$ cat src/rtl/bgr_pkg.sv
package bgr_pkg;

  localparam int unsigned JIT_W       = 9;
  localparam int unsigned JIT_FLOOR   = 40;
  localparam int unsigned JIT_CEIL    = 500;

  // Gap length in ticks: one millisecond of ticks scaled by 2^k.
  function automatic int unsigned gap_ticks(input int unsigned per_ms, input logic [2:0] k);
    return per_ms << k;
  endfunction

  // Jitter window in ticks, held inside the allowed band.
  function automatic int unsigned jit_window(input logic [JIT_W-1:0] cfg_us);
    int unsigned v;
    v = int'(cfg_us);
    if (v < JIT_FLOOR) v = JIT_FLOOR;
    if (v > JIT_CEIL)  v = JIT_CEIL;
    return v;
  endfunction

  // Sequence successor: zero is only used after reset.
  function automatic logic [7:0] seq_after(input logic [7:0] s);
    return (s == 8'hFF) ? 8'h01 : s + 8'h01;
  endfunction

endpackage

$ cat src/rtl/bgr_link_timer.sv
module bgr_link_timer import bgr_pkg::*; #(
  parameter int unsigned US_PER_MS = 1000,
  parameter int unsigned CNT_W     = 18
) (
  input  logic             clk,
  input  logic             rst_n,
  input  logic             us_tick,
  input  logic [2:0]       gap_exp,
  input  logic [JIT_W-1:0] jit_cfg,
  input  logic             launch,
  output logic             gap_reached,
  output logic             jit_expired
);

  logic [CNT_W-1:0] cnt;
  logic [CNT_W-1:0] gap_t;
  logic [CNT_W-1:0] lim_t;

  assign gap_t = CNT_W'(gap_ticks(US_PER_MS, gap_exp));
  assign lim_t = gap_t + CNT_W'(jit_window(jit_cfg));

  assign gap_reached = (cnt >= gap_t);
  assign jit_expired = (cnt >= lim_t);

  always_ff @(posedge clk) begin
    if (!rst_n) begin
      cnt <= '0;
    end else if (launch) begin
      // late: restart; on time: rebase to the nominal slot
      if (jit_expired) cnt <= CNT_W'(us_tick);
      else             cnt <= cnt - gap_t + CNT_W'(us_tick);
    end else if (us_tick && !jit_expired) begin
      cnt <= cnt + 1'b1;
    end
  end

endmodule

$ cat src/rtl/bgr_seq_table.sv
module bgr_seq_table import bgr_pkg::*; #(
  parameter int unsigned NUM_LINKS = 4,
  parameter int unsigned LINK_W    = 2
) (
  input  logic                 clk,
  input  logic                 rst_n,
  input  logic [NUM_LINKS-1:0] bump,
  input  logic [LINK_W-1:0]    rd_link,
  output logic [7:0]           rd_seq
);

  logic [7:0] seq_q [NUM_LINKS];

  for (genvar i = 0; i < NUM_LINKS; i++) begin : g_seq
    always_ff @(posedge clk) begin
      if (!rst_n)       seq_q[i] <= 8'h00;
      else if (bump[i]) seq_q[i] <= seq_after(seq_q[i]);
    end
  end

  assign rd_seq = seq_q[rd_link];

endmodule

$ cat src/rtl/bgr_dispatch.sv
module bgr_dispatch #(
  parameter int unsigned NUM_LINKS = 4,
  parameter int unsigned LINK_W    = 2,
  parameter int unsigned LEN_W     = 11
) (
  input  logic                   clk,
  input  logic                   rst_n,
  input  logic                   desc_valid,
  input  logic [LINK_W-1:0]      desc_link,
  input  logic [LEN_W-1:0]       desc_len,
  output logic                   desc_ready,
  input  logic [NUM_LINKS-1:0]   gap_reached,
  input  logic [2*NUM_LINKS-1:0] cfg_chan,
  input  logic [7:0]             head_seq,
  output logic                   pop,
  output logic [NUM_LINKS-1:0]   launch_vec,
  output logic                   a_req,
  input  logic                   a_ack,
  output logic                   b_req,
  input  logic                   b_ack,
  output logic [LINK_W-1:0]      tx_link,
  output logic [LEN_W-1:0]       tx_len,
  output logic [7:0]             tx_seq
);

  logic       a_pend, b_pend;
  logic [1:0] chan_sel, chan_want;

  assign chan_sel   = cfg_chan[{desc_link, 1'b0} +: 2];
  assign chan_want  = (chan_sel == 2'b00) ? 2'b11 : chan_sel;
  assign desc_ready = !(a_pend || b_pend) && gap_reached[desc_link];
  assign pop        = desc_valid && desc_ready;
  assign launch_vec = pop ? (NUM_LINKS'(1) << desc_link) : '0;
  assign a_req      = a_pend;
  assign b_req      = b_pend;

  always_ff @(posedge clk) begin
    if (!rst_n) begin
      a_pend  <= 1'b0;
      b_pend  <= 1'b0;
      tx_link <= '0;
      tx_len  <= '0;
      tx_seq  <= '0;
    end else if (pop) begin
      a_pend  <= chan_want[0];
      b_pend  <= chan_want[1];
      tx_link <= desc_link;
      tx_len  <= desc_len;
      tx_seq  <= head_seq;
    end else begin
      a_pend  <= a_pend && !a_ack;
      b_pend  <= b_pend && !b_ack;
    end
  end

endmodule

$ cat src/rtl/bgr_tx_regulator.sv
module bgr_tx_regulator import bgr_pkg::*; #(
  parameter int unsigned NUM_LINKS = 4,
  parameter int unsigned LEN_W     = 11,
  parameter int unsigned US_PER_MS = 1000,
  localparam int unsigned LINK_W   = (NUM_LINKS > 1) ? $clog2(NUM_LINKS) : 1,
  localparam int unsigned CNT_W    = $clog2(US_PER_MS * 128 + JIT_CEIL + 1) + 1
) (
  input  logic                       clk,
  input  logic                       rst_n,
  input  logic                       us_tick,
  input  logic                       desc_valid,
  input  logic [LINK_W-1:0]          desc_link,
  input  logic [LEN_W-1:0]           desc_len,
  output logic                       desc_ready,
  input  logic [3*NUM_LINKS-1:0]     cfg_gap_exp,
  input  logic [JIT_W*NUM_LINKS-1:0] cfg_jitter_us,
  input  logic [2*NUM_LINKS-1:0]     cfg_chan,
  output logic                       a_req,
  input  logic                       a_ack,
  output logic                       b_req,
  input  logic                       b_ack,
  output logic [LINK_W-1:0]          tx_link,
  output logic [LEN_W-1:0]           tx_len,
  output logic [7:0]                 tx_seq,
  output logic [NUM_LINKS-1:0]       gap_ready,
  output logic [NUM_LINKS-1:0]       jit_late
);

  // Named internal events, observed by the bound checker.
  logic                 frame_launch;
  logic                 late_launch;
  logic [NUM_LINKS-1:0] launch_vec;
  logic [7:0]           head_seq;

  for (genvar i = 0; i < NUM_LINKS; i++) begin : g_link
    bgr_link_timer #(.US_PER_MS(US_PER_MS), .CNT_W(CNT_W)) i_timer (
      .clk         (clk),
      .rst_n       (rst_n),
      .us_tick     (us_tick),
      .gap_exp     (cfg_gap_exp[3*i +: 3]),
      .jit_cfg     (cfg_jitter_us[JIT_W*i +: JIT_W]),
      .launch      (launch_vec[i]),
      .gap_reached (gap_ready[i]),
      .jit_expired (jit_late[i])
    );
  end

  bgr_seq_table #(.NUM_LINKS(NUM_LINKS), .LINK_W(LINK_W)) i_seq (
    .clk     (clk),
    .rst_n   (rst_n),
    .bump    (launch_vec),
    .rd_link (desc_link),
    .rd_seq  (head_seq)
  );

  bgr_dispatch #(.NUM_LINKS(NUM_LINKS), .LINK_W(LINK_W), .LEN_W(LEN_W)) i_disp (
    .clk         (clk),
    .rst_n       (rst_n),
    .desc_valid  (desc_valid),
    .desc_link   (desc_link),
    .desc_len    (desc_len),
    .desc_ready  (desc_ready),
    .gap_reached (gap_ready),
    .cfg_chan    (cfg_chan),
    .head_seq    (head_seq),
    .pop         (frame_launch),
    .launch_vec  (launch_vec),
    .a_req       (a_req),
    .a_ack       (a_ack),
    .b_req       (b_req),
    .b_ack       (b_ack),
    .tx_link     (tx_link),
    .tx_len      (tx_len),
    .tx_seq      (tx_seq)
  );

  assign late_launch = frame_launch && jit_late[desc_link];

endmodule

$ cat config.mk
export PLATFORM = sky130hd
export DESIGN_NAME = bgr_tx_regulator
export DESIGN_NICKNAME = d
export VERILOG_FILES = /design/src/rtl/bgr_pkg.sv /design/src/rtl/bgr_link_timer.sv /design/src/rtl/bgr_seq_table.sv /design/src/rtl/bgr_dispatch.sv /design/src/rtl/bgr_tx_regulator.sv
export SDC_FILE = /design/constraint.sdc
export NUM_CORES = 1
export LEC_CHECK = 0
export BUFFER_PORTS_ARGS = -buffer_cell sky130_fd_sc_hd__buf_2
export CORE_AREA = 2 2 215 217
export DETAILED_ROUTE_END_ITERATION = 10
export DIE_AREA = 0 0 217 219
export MAX_ROUTING_LAYER = met4
export PLACE_DENSITY = 0.49
export SLEW_MARGIN = 20
export SYNTH_ARGS = -nofsm -noshare
export SYNTH_HDL_FRONTEND = slang
export SYNTH_SLANG_ARGS = --single-unit
$ cat constraint.sdc
create_clock -name clk -period 19.8 [get_ports clk]
set_input_delay 3.96 -clock clk [delete_from_list [all_inputs] [get_ports clk]]
set_output_delay 3.96 -clock clk [all_outputs]
set_load 0.01 [all_outputs]
==> metrics.md <==
| Metric | Value |
|---|---|
| Worst Clk Skew | approximately 0.014 ns |
| Worst path arrival time | roughly 8.4 ns |
| WHS Endpoint | i_disp.tx_len[1] |
| CP max FO | 14 |
| CP Capture Type | output port |
| Final setup viols | 0 |
| Vias in the first global route | between 10,000 and 15,000 |
| Count leader, synth | ha_1 |
| Final Hold Vio Count | 0 |
| Final ANT Viol Nets | 0 |
| Clk buf depth | 2 |
| CTS buffer count | 17 |
| Initial antenna violation count | 1 |
| Synth area leader | ha_1 |
| Fin. max-slew vios | 0 |
| Synth-to-Final Area Change | 10.8% |
| Gpl congestion | about 0.87 |
| Cell Area, Synth | between 15,000 and 20,000 um2 |
| Worst-Margin Slew | about 1.0 ns |
| Area contributors post-synth | ha_1, dfxtp_1, edfxtp_1 |
| Core area | about 45,000 um2 |
| Minimum clock period | 12.32 ns |
| Chip Height | 219 um |
| Largest net degree at the start of global routing | 47 |
| FF-to-FF Start | g_link[0].i_timer.cnt[2] |
| First-pass GRT wire length | around 73 mm |
| Power density over the cells | 47.1 nW/um2 |
| TritonCTS clock tree | done |
| Total power draw | slightly above 800 uW |
| RSZ-0062 raised after global routing | no |
| Setup Crit Path Kind | primary input to output port |
| Clock root buffer master | clkbuf_16 |
| Post-synthesis register bit count | between 100 and 150 |
| Pre-CTS setup slack | 7.49 ns |
| Post-Route WL | around 45 mm |
| Drt first pass iters | 5 |
| Smallest hold slack | 0.488 ns |
| Vias per inst | ~5.4 |
| F_max | 81.2 MHz |
| Total number of yosys warnings | 0 |
| Max_slew headroom | roughly 33% |
| Clk_lat worst skew | between 0.4 and 0.5 ns |
| Grt total ovfl | 0 |
| R2r worst-path depth | 11 |
| Initial Util | between 30 and 40% |
| EDFF count, synth | 32 |
| Worst Hold Depth | 2 |
| CTS Hold Bufs | 0 |
| Dpl cell area | 16,700 um2 |
| Register area share after synthesis | a little under a fifth |
| Hold Crit Start | i_disp.tx_len[1] |
| Nets | 2,373 |
| Period utilization | between 60% and 70% |
| WL/cell | 17.1 um |
| Static leakage | approximately 7.6 nW |
| Number of inserted diodes | 0 |
| Vias | ~14,000 |
| Required @ worst endpoint | ~16 ns |
| Crit start category | primary input |
| Ports | approximately 110 |
| R2R Path End | i_disp.tx_len[3] |
| Min-Delay Path Class | flop to flop |
| Post-synth top area share | between 10% and 20% |
| Initial detailed-routing violation count | roughly 830 |
| Max-Cap Viols | 0 |
| Post-CTS resize count | 0 |
| Synth async-reset ratio | 0% |
| I/O Buffers | about 110 |
| Register-to-Register Setup Slack | 16.09 ns |
| GR Util All Layers | 19.6% |
| H-tree lvl count | 4 |
| Clk pin slew, worst setup/hold paths | around 0.060 ns |
| Fin area | about 17,000 um2 |
| Synth top cells by count | ha_1, nor2_1, inv_1, nand2_1, a21oi_1 |
| Setup ws final | ~7.5 ns |
| DP Wirelength | roughly 36 mm |
| Cells after Synth | a little under 2,000 |
| Rows | 78 |
| Layout cells sized above 1 | under 10% |
| Clk sink count | about 130 |
| Ys flop type | dfxtp_1 |
| Die ar. | about 48,000 um2 |
| Post-synthesis cell type count | between 90 and 100 |
| Setup TNS | 0 ns |
| Mean Syn Cell Area | roughly 8.0 um2 |
| DRC viols | 0 |
| Chip width | ~220 um |
| Setup Buffers After CTS | 0 |
| Status | complete, no violations |
| Max VDD drop | between 0.00004 and 0.00005 V |
==> critical path: stages <==
cell and delay, ns:
buf_2 0.18, or3_1 0.45, inv_1 0.12, ha_1 0.18, inv_1 0.06, fa_1 0.40, inv_1 0.07, a21oi_1 0.05
o21ai_0 0.26, a21o_1 0.16, a21o_1 0.21, xor2_1 0.16, o211ai_1 0.10, ha_1 0.30, a21o_1 0.18, a221o_1 0.34
a31oi_1 0.23, o21ai_1 0.25, nor2_1 0.37, inv_1 0.14, buf_2 0.16
==> where the power goes <==
group | switching [mW] | internal [mW]
Sequential | 0.00848 | 0.272
Combinational | 0.122 | 0.0847
Clock | 0.123 | 0.206
==> cells by family (layout without fill, tap and decap cells) <==
kind of cell    after synthesis  in the layout  share of synthesized area, %
flops                       127            127                          18.3
fa+ha+maj                   280            280                          24.0
other cells                   1              4                        0.0240
compound gates              478            478                          20.4
xor+xnor                    138            138                          7.74
simple gates                642            642                          19.9
buf+inv                     239            319                          6.00
mux                          43             43                          3.61
==> how the worst max path moves through the flow <==
| stage | cells after the start | endpoint | slack (ns) | startpoint |
|---|---|---|---|---|
| final | 21 | jit_late[0] | 7.48 | cfg_gap_exp[2] |
| after global routing | 21 | jit_late[0] | 7.12 | cfg_gap_exp[2] |
| after CTS | 21 | jit_late[0] | 7.48 | cfg_gap_exp[2] |
| after detailed placement | 21 | jit_late[0] | 7.49 | cfg_gap_exp[2] |
| after global placement | 21 | jit_late[0] | 7.66 | cfg_gap_exp[2] |
| after floorplan | 21 | jit_late[0] | 8.13 | cfg_gap_exp[2] |
==> area by class of cell <==
| class | instances | area (um2) |
|---|---|---|
| well taps | 600 | 751 |
| multi-input cells | 1585 | 11800 |
| fillers | 4731 | 27800 |
| flip-flops and latches | 127 | 2860 |
| repair buffers | 113 | 583 |
| clock buffers | 22 | 507 |
| clock inverters | 10 | 106 |
| inverters | 174 | 653 |
==> stage by stage <==
step / std cells / utilization (%)
after detailed placement: 2599 / 37.0
final: 2631 / 38.4
after global placement: 2599 / 37.0
after floorplan: 1951 / -
after global routing: 2631 / 38.4
after CTS: 2631 / 38.4
==> layer usage <==
layer,wire (um),up-vias,global-route usage (%)
met5,0,-,-
met4,597,0,4.95
met3,1650,32,1.83
met2,19400,282,29.8
met1,23300,6721,27.8
li1,-,7154,-
==> cell usage in the layout, fill, tap and decap left out, types with 21 or more instances in the layout <==
master / count
ha_1: 248
nor2_1: 185
inv_1: 172
nand2_1: 149
a21oi_1: 120
buf_2: 106
dfxtp_1: 95
o21ai_0: 82
xnor2_1: 72
nand3_1: 69
xor2_1: 66
nor3_1: 43
nand2b_1: 34
fa_1: 32
edfxtp_1: 32
nand4_1: 31
o22ai_1: 31
a21o_1: 29
a31oi_1: 28
and3_1: 28
mux2i_1: 26
o21a_1: 21
nor2b_1: 21
==> sequential cells by signal (all words and copies together), names as in the netlist <==
register,flops
i_disp.tx_len,11
i_seq.seq_q,32
i_disp.tx_seq,8
g_link.i_timer.cnt,72
i_disp.a_req,1
i_disp.tx_link,2
i_disp.b_req,1
(Power assumes the default switching activity.)
